### config.mk
export PLATFORM = sky130hd
export DESIGN_NAME = color_remap_dual
export DESIGN_NICKNAME = d
export VERILOG_FILES = /design/src/rtl/remap_pkg.sv /design/src/rtl/remap_coef_bank.sv /design/src/rtl/remap_mode_ctrl.sv /design/src/rtl/remap_row.sv /design/src/rtl/color_remap_dual.sv
export SDC_FILE = /design/constraint.sdc
export NUM_CORES = 2
export LEC_CHECK = 0
export BUFFER_PORTS_ARGS = -buffer_cell sky130_fd_sc_hd__buf_4
export CAP_MARGIN = 20
export CORE_MARGIN = 2
export CORE_UTILIZATION = 40
export DETAILED_ROUTE_END_ITERATION = 7
export GPL_TIMING_DRIVEN = 0
export SYNTH_ARGS = -nofsm -noshare
export SYNTH_HDL_FRONTEND = slang
export SYNTH_SLANG_ARGS = --single-unit
export TNS_END_PERCENT = 100
### constraint.sdc
create_clock -name clk_i -period 17.11 [get_ports clk_i]
set_input_delay 0 -clock clk_i [delete_from_list [all_inputs] [get_ports clk_i]]
set_output_delay 0 -clock clk_i [all_outputs]
set_load 0.02 [all_outputs]
### src/rtl/remap_pkg.sv
package remap_pkg;
  typedef enum logic [1:0] {
    MODE_BYPASS = 2'd0,
    MODE_BANK_A = 2'd1,
    MODE_BANK_B = 2'd2,
    MODE_RSVD   = 2'd3
  } remap_mode_e;

  localparam int unsigned COEF_W     = 16;
  localparam int unsigned NUM_ROWS   = 3;
  localparam int unsigned ROW_COEFS  = 4;
  localparam int unsigned NUM_COEF   = NUM_ROWS * ROW_COEFS;
  localparam int unsigned WORD_W     = 32;
  localparam int unsigned BANK_WORDS = NUM_COEF * COEF_W / WORD_W;
  localparam int unsigned NUM_BANKS  = 2;
endpackage

### src/rtl/remap_coef_bank.sv
module remap_coef_bank
  import remap_pkg::*;
#(
  parameter int unsigned ADDR_W = 4,
  parameter int unsigned BASE   = 0
) (
  input  logic                         clk_i,
  input  logic                         rst_ni,
  input  logic                         we_i,
  input  logic [ADDR_W-1:0]            addr_i,
  input  logic [WORD_W-1:0]            wdata_i,
  output logic [NUM_COEF*COEF_W-1:0]   coef_o
);
  logic [BANK_WORDS-1:0][WORD_W-1:0] word_q;

  for (genvar w = 0; w < BANK_WORDS; w++) begin : g_word
    localparam logic [ADDR_W-1:0] WADDR = ADDR_W'(BASE + w);
    always_ff @(posedge clk_i or negedge rst_ni) begin
      if (!rst_ni)                         word_q[w] <= '0;
      else if (we_i && (addr_i == WADDR))  word_q[w] <= wdata_i;
    end
  end

  // low half holds the even coefficient
  assign coef_o = word_q;
endmodule

### src/rtl/remap_mode_ctrl.sv
module remap_mode_ctrl
  import remap_pkg::*;
(
  input  logic        clk_i,
  input  logic        rst_ni,
  input  logic        ctrl_we_i,
  input  logic [1:0]  ctrl_mode_i,
  input  logic        ctrl_fmt_i,
  input  logic        frame_start_i,
  output remap_mode_e req_mode_o,
  output remap_mode_e cur_mode_o,
  output logic        cur_fmt_o
);
  remap_mode_e req_mode_q, cur_mode_q;
  logic        req_fmt_q, cur_fmt_q;

  always_ff @(posedge clk_i or negedge rst_ni) begin
    if (!rst_ni) begin
      req_mode_q <= MODE_BYPASS;
      req_fmt_q  <= 1'b0;
    end else if (ctrl_we_i) begin
      req_mode_q <= remap_mode_e'(ctrl_mode_i);
      req_fmt_q  <= ctrl_fmt_i;
    end
  end

  // staged: request only reaches the pixel path at frame start
  always_ff @(posedge clk_i or negedge rst_ni) begin
    if (!rst_ni) begin
      cur_mode_q <= MODE_BYPASS;
      cur_fmt_q  <= 1'b0;
    end else if (frame_start_i) begin
      cur_mode_q <= req_mode_q;
      cur_fmt_q  <= req_fmt_q;
    end
  end

  assign req_mode_o = req_mode_q;
  assign cur_mode_o = cur_mode_q;
  assign cur_fmt_o  = cur_fmt_q;
endmodule

### src/rtl/remap_row.sv
module remap_row
  import remap_pkg::*;
#(
  parameter int unsigned PIX_W  = 10,
  parameter int unsigned FRAC_A = 13,
  parameter int unsigned FRAC_B = 12
) (
  input  logic                          clk_i,
  input  logic                          rst_ni,
  input  logic                          fmt_i,
  input  logic                          bypass_i,
  input  logic [ROW_COEFS*COEF_W-1:0]   coef_i,
  input  logic [3*PIX_W-1:0]            pix_i,
  input  logic [PIX_W-1:0]              thru_i,
  output logic [PIX_W-1:0]              res_o
);
  localparam int unsigned PRD_W = COEF_W + PIX_W + 1;
  localparam int unsigned ACC_W = PRD_W + 2;
  localparam int unsigned SUM_W = ACC_W + 1;
  localparam logic signed [SUM_W-1:0] RND_A = SUM_W'(2 ** (FRAC_A - 1));
  localparam logic signed [SUM_W-1:0] RND_B = SUM_W'(2 ** (FRAC_B - 1));
  localparam logic signed [SUM_W-1:0] MAX_V = {{(SUM_W-PIX_W){1'b0}}, {PIX_W{1'b1}}};

  logic signed [ACC_W-1:0]  acc_d, acc_q;
  logic signed [COEF_W-1:0] off_q;
  logic                     fmt_q, byp_q;
  logic [PIX_W-1:0]         thru_q, res_q;

  always_comb begin
    acc_d = '0;
    for (int j = 0; j < 3; j++) begin
      acc_d = acc_d + ACC_W'($signed(coef_i[COEF_W*j +: COEF_W]))
                    * ACC_W'($signed({1'b0, pix_i[PIX_W*j +: PIX_W]}));
    end
  end

  always_ff @(posedge clk_i or negedge rst_ni) begin
    if (!rst_ni) begin
      acc_q  <= '0;
      off_q  <= '0;
      fmt_q  <= 1'b0;
      byp_q  <= 1'b1;
      thru_q <= '0;
    end else begin
      acc_q  <= acc_d;
      off_q  <= $signed(coef_i[COEF_W*3 +: COEF_W]);
      fmt_q  <= fmt_i;
      byp_q  <= bypass_i;
      thru_q <= thru_i;
    end
  end

  logic signed [SUM_W-1:0] rnd_sum, scaled, total;
  logic [PIX_W-1:0]        clamped;

  always_comb begin
    rnd_sum = SUM_W'(acc_q) + (fmt_q ? RND_B : RND_A);
    scaled  = fmt_q ? (rnd_sum >>> FRAC_B) : (rnd_sum >>> FRAC_A);
    total   = scaled + SUM_W'(off_q);
    if (total < 0)           clamped = '0;
    else if (total > MAX_V)  clamped = '1;
    else                     clamped = total[PIX_W-1:0];
  end

  always_ff @(posedge clk_i or negedge rst_ni) begin
    if (!rst_ni) res_q <= '0;
    else         res_q <= byp_q ? thru_q : clamped;
  end

  assign res_o = res_q;
endmodule

### src/rtl/color_remap_dual.sv
module color_remap_dual
  import remap_pkg::*;
#(
  parameter int unsigned PIX_W  = 10,
  parameter int unsigned ADDR_W = 4
) (
  input  logic              clk_i,
  input  logic              rst_ni,
  input  logic              cfg_we_i,
  input  logic [ADDR_W-1:0] cfg_addr_i,
  input  logic [31:0]       cfg_wdata_i,
  input  logic              frame_start_i,
  input  logic              pix_valid_i,
  input  logic [PIX_W-1:0]  pix_r_i,
  input  logic [PIX_W-1:0]  pix_g_i,
  input  logic [PIX_W-1:0]  pix_b_i,
  output logic              pix_valid_o,
  output logic [PIX_W-1:0]  pix_r_o,
  output logic [PIX_W-1:0]  pix_g_o,
  output logic [PIX_W-1:0]  pix_b_o,
  output logic [1:0]        cur_mode_o
);
  localparam logic [ADDR_W-1:0] CTRL_ADDR = ADDR_W'(NUM_BANKS * BANK_WORDS);
  localparam int unsigned ROW_BITS = ROW_COEFS * COEF_W;

  logic [NUM_BANKS-1:0][NUM_COEF*COEF_W-1:0] bank_coef;
  logic [NUM_COEF*COEF_W-1:0]                live_coef;
  remap_mode_e                               req_mode, cur_mode;
  logic                                      cur_fmt, bypass;
  logic [3*PIX_W-1:0]                        pix_in;
  logic [3*PIX_W-1:0]                        pix_out;
  logic [1:0]                                vld_q;

  for (genvar b = 0; b < NUM_BANKS; b++) begin : g_bank
    remap_coef_bank #(.ADDR_W(ADDR_W), .BASE(b * BANK_WORDS)) u_bank (
      .clk_i   (clk_i),
      .rst_ni  (rst_ni),
      .we_i    (cfg_we_i),
      .addr_i  (cfg_addr_i),
      .wdata_i (cfg_wdata_i),
      .coef_o  (bank_coef[b])
    );
  end

  remap_mode_ctrl u_ctrl (
    .clk_i         (clk_i),
    .rst_ni        (rst_ni),
    .ctrl_we_i     (cfg_we_i && (cfg_addr_i == CTRL_ADDR)),
    .ctrl_mode_i   (cfg_wdata_i[1:0]),
    .ctrl_fmt_i    (cfg_wdata_i[4]),
    .frame_start_i (frame_start_i),
    .req_mode_o    (req_mode),
    .cur_mode_o    (cur_mode),
    .cur_fmt_o     (cur_fmt)
  );

  assign live_coef = (cur_mode == MODE_BANK_B) ? bank_coef[1] : bank_coef[0];
  assign bypass    = (cur_mode == MODE_BYPASS) || (cur_mode == MODE_RSVD);
  assign pix_in    = {pix_b_i, pix_g_i, pix_r_i};

  for (genvar r = 0; r < NUM_ROWS; r++) begin : g_row
    remap_row #(.PIX_W(PIX_W)) u_row (
      .clk_i    (clk_i),
      .rst_ni   (rst_ni),
      .fmt_i    (cur_fmt),
      .bypass_i (bypass),
      .coef_i   (live_coef[ROW_BITS*r +: ROW_BITS]),
      .pix_i    (pix_in),
      .thru_i   (pix_in[PIX_W*r +: PIX_W]),
      .res_o    (pix_out[PIX_W*r +: PIX_W])
    );
  end

  always_ff @(posedge clk_i or negedge rst_ni) begin
    if (!rst_ni) vld_q <= '0;
    else         vld_q <= {vld_q[0], pix_valid_i};
  end

  assign pix_valid_o = vld_q[1];
  assign pix_r_o     = pix_out[0 +: PIX_W];
  assign pix_g_o     = pix_out[PIX_W +: PIX_W];
  assign pix_b_o     = pix_out[2*PIX_W +: PIX_W];
  assign cur_mode_o  = cur_mode;
endmodule

==> results.sh <==
export IMPL_ys_warnings_count=0
export IMPL_hpwl_detailed_mm=230
export IMPL_hold_viol_final=5
export IMPL_std_cell_rows=169
export IMPL_critical_path_arrival_ps=11550
export IMPL_grt_util_all_layers_pct=25.6
export IMPL_syn_inst=8906
export IMPL_grt_max_degree=130
export IMPL_critical_path_max_fanout=10
export IMPL_ant_nets=0
export IMPL_crit_buf_inv=7
export IMPL_clock_tree_root_cell="sky130_fd_sc_hd__clkbuf_16"
export IMPL_final_net_count=11300
export IMPL_synth_sequential_area_ratio_pct=16.3
export IMPL_max_slew_worst_pin_slew_ps=1400
export IMPL_failing_checks="hold timing"
export IMPL_clkSinkCount=556
export IMPL_die_area_um2=217000
export IMPL_postSynthNetCount=11100
export IMPL_timing_rr_start="u_ctrl.cur_mode_o[1]"
export IMPL_r2r_end="g_row[2].u_row.acc_q[27]"
export IMPL_tritoncts_num_buffers=66
export IMPL_synth_cell_type_count=96
export IMPL_drt_wirelength_per_cell_um=22.7
export IMPL_asyncSetResetFlopFracSynth_pct=100
export IMPL_drt_first_pass_iters=6
export IMPL_netlist_area_um2=85400
export IMPL_register_to_register_path_setup_slack_ps=6040
export IMPL_min_path_type="in2async"
export IMPL_final_util_pct=43.9
export IMPL_htree_num_levels=3
export IMPL_dpl_cell_count=11900
export IMPL_cp_slowest_stage_delay_ps=820
export IMPL_synth_seq_cells=556
export IMPL_worst_path_max_delay_cell="sky130_fd_sc_hd__xnor2_1"
export IMPL_final_layout_size_suffix_gt1_share_pct=9.85
export IMPL_number_of_antenna_violations_at_the_first_check_in_global_routing=31
export IMPL_vias_per_cell=5.26
export IMPL_run_status="finished with violations"
export IMPL_synth_mux_area_share_pct=8.02
export IMPL_initial_core_util_pct=40.3
export IMPL_post_route_drc_count=0
export IMPL_finalHoldWorstSlack_ps=-10.1
export IMPL_place_congestion=0.961
export IMPL_final_period_minus_worst_setup_slack_ps=11070
export IMPL_synth_main_ff_cell="sky130_fd_sc_hd__dfrtp_1"
export IMPL_setup_violations_final=0
export IMPL_crit_path_class="reg2reg"
export IMPL_synth_area_in_compound_gates_pct=6.86
export IMPL_slew_limit_headroom_pct=6.17
export IMPL_critPathCapture="g_row[2].u_row.acc_q[27]"
export IMPL_via_count_of_the_first_global_routing_pass=66300
export IMPL_start_kind="register"
export IMPL_synthXorXnorAreaFrac_pct=3.35
export IMPL_slew_violations=0
export IMPL_rsz0062_at_grt="false"
export IMPL_max_cap_violations=0
export IMPL_post_layout_nonfiller_instances=12100
export IMPL_clock_latency_ps=640
export IMPL_synth_edff_count=0
export IMPL_detail_route_iter0_violations=4469
export IMPL_worst_endpoint_required_ps=17590
export IMPL_timing_critical_path_mode_cell="sky130_fd_sc_hd__fa_1"
export IMPL_path_depth=33
export IMPL_main_combinational_cell_family_by_area_after_synthesis="adder cells"
export IMPL_layout_area_overhead_vs_synth_pct=9.10
export IMPL_synth_adder_area_share_pct=42.6
export IMPL_worstSetupStartpoint="u_ctrl.cur_mode_o[1]"
export IMPL_nature_of_the_critical_path_endpoint="register"
export IMPL_category_of_cells_accounting_for_the_largest_share_of_critical_path_delay="adder cells"
export IMPL_max_clk_rate_mhz=90.3
export IMPL_clockBufferDepth=3
export IMPL_clk_transition_reported_paths_ps=70
export IMPL_grt_overflow_total=0
export IMPL_timing_reg2reg_worst_path_depth=33
export IMPL_clock_tree_from_tritoncts="done"
export IMPL_timing_clock_skew_ps=25.5
export IMPL_drt_total_wl_mm=274
export IMPL_syn_mean_instance_area_um2=9.59
export IMPL_portBuffers=103
export IMPL_fin_tns_setup_ps=0
export IMPL_io_pin_count=104
export IMPL_yosys_area_share_simple_pct=13.3
export IMPL_routed_via_count=63500
export IMPL_die_height_um=466
export IMPL_grt_pass1_wl_mm=417
export IMPL_die_width_um=466
export IMPL_fp_coreArea_um2=212000
export IMPL_post_route_period_util_pct=64.7
==> state kept, by name, indices dropped and copies added, names as in the netlist <==
signal	cells
g_row.u_row.fmt_q	1
vld_q	2
g_row.u_row.byp_q	1
g_row.u_row.thru_q	30
u_ctrl.req_fmt_q	1
g_row.u_row.acc_q	54
u_ctrl.req_mode_o	2
g_row.u_row.res_o	30
u_ctrl.cur_mode_o	2
g_bank.u_bank.coef_o	384
u_ctrl.cur_fmt_o	1
g_row.u_row.off_q	48
==> layer usage <==
metal	share of wire (%)	track usage [%]	vias up
met4	6.4	13.5	8
met3	7.3	4.59	446
met5	0.020	0	-
li1	-	-	28400
met1	43	34.8	32600
met2	44	39.1	2087
==> how the worst min path moves through the flow <==
stage	slack [ps]	start	depth (start not counted)	to
floorplan	-300	rst_ni	0	g_bank[0].u_bank.coef_o[0]
global placement	110	pix_valid_i	1	vld_q[0]
detailed placement	50	rst_ni	1	g_row[0].u_row.thru_q[8]
CTS	20	rst_ni	2	g_bank[1].u_bank.coef_o[76]
global route	40	rst_ni	2	g_bank[1].u_bank.coef_o[79]
finish	-10	rst_ni	2	g_bank[1].u_bank.coef_o[76]
==> area by class of cell <==
cell class	instances	area (um2)
inverters	1883	7070
plain buffers	288	1100
flip-flops and latches	556	13900
well taps	2821	3530
diodes	11	27.5
multi-input cells	6179	63300
clock inverters	37	440
fillers	20500	119000
repair buffers	209	1910
clock buffers	84	1850
==> cells in the mapped netlist, drive strengths merged, types with 10 or more instances <==
library cell	n	area, um2
o211a	10	100
a2111oi	10	133
nor3	87	435
nand3	88	440
inv	1883	7070
nand4	22	138
nor3b	12	90.1
or3	34	213
nor2b	83	519
o21ai	159	807
a21boi	13	97.6
mux2	581	6550
o31ai	19	180
or2	20	125
a21oi	247	1250
o221a	11	124
a21o	86	646
xor2	145	1270
a211oi	29	223
mux2i	29	303
a311oi	13	126
nor4	16	100
xnor2	182	1590
a31oi	45	297
a32oi	11	96.3
o21bai	43	323
buf	41	168
nand2b	60	375
ha	688	8610
o21a	32	240
and3	43	269
clkbuf	247	927
fa	1389	27800
nand3b	11	82.6
o211ai	32	240
nor2	196	736
and2	622	3890
dfrtp	555	13900
a211o	26	228
nand2	973	3650
==> kinds of logic after synthesis <==
| family | count (synthesis) |
|---|---|
| multiplexers | 610 |
| XOR/XNOR | 327 |
| adder cells (fa/ha/maj) | 2077 |
| AND/OR/NAND/NOR | 2299 |
| flip-flops | 556 |
| buffers and inverters | 2171 |
| AO/OA/AOI/OAI | 866 |
==> what timing repair did <==
action / in CTS / in global routing
hold endpoints to repair: 241 / 0
hold buffers: 72 / 0
setup buffers: 0 / 0
gates resized for setup: 0 / 0
==> stage by stage <==
| step | hold WS [ps] | area (um2) | setup WS, ps |
|---|---|---|---|
| after global placement | 112 | 89700 | 4670 |
| final | -10.1 | 93200 | 6040 |
| after global routing | 42.1 | 93200 | 5620 |
| after floorplan | -296 | 85400 | 8300 |
| after detailed placement | 52.6 | 90100 | 6290 |
| after CTS | 15.2 | 93100 | 6240 |
==> cell usage in the layout, fill, tap and decap left out, types with 32 or more instances in the layout <==
cell type                       instances
sky130_fd_sc_hd__a21oi_1              242
sky130_fd_sc_hd__and3_1                43
sky130_fd_sc_hd__clkbuf_1             250
sky130_fd_sc_hd__dlygate4sd3_1         72
sky130_fd_sc_hd__o21bai_1              43
sky130_fd_sc_hd__o211ai_1              32
sky130_fd_sc_hd__nand2b_1              60
sky130_fd_sc_hd__inv_1               1883
sky130_fd_sc_hd__nand2_1              973
sky130_fd_sc_hd__o21ai_0              149
sky130_fd_sc_hd__or3_1                 34
sky130_fd_sc_hd__nand3_1               88
sky130_fd_sc_hd__clkbuf_16             66
sky130_fd_sc_hd__xor2_1               145
sky130_fd_sc_hd__a21o_1                86
sky130_fd_sc_hd__buf_4                118
sky130_fd_sc_hd__and2_1               622
sky130_fd_sc_hd__dfrtp_1              555
sky130_fd_sc_hd__o21a_1                32
sky130_fd_sc_hd__ha_1                 688
sky130_fd_sc_hd__nor3_1                86
sky130_fd_sc_hd__xnor2_1              182
sky130_fd_sc_hd__mux2_2               580
sky130_fd_sc_hd__nor2b_1               83
sky130_fd_sc_hd__fa_1                1389
sky130_fd_sc_hd__nor2_1               196
sky130_fd_sc_hd__a31oi_1               44
sky130_fd_sc_hd__buf_1                 36
Power is left out: the tool's default activity adds up to more than one toggle a clock period on the data nets, which glitch-free logic cannot reach.
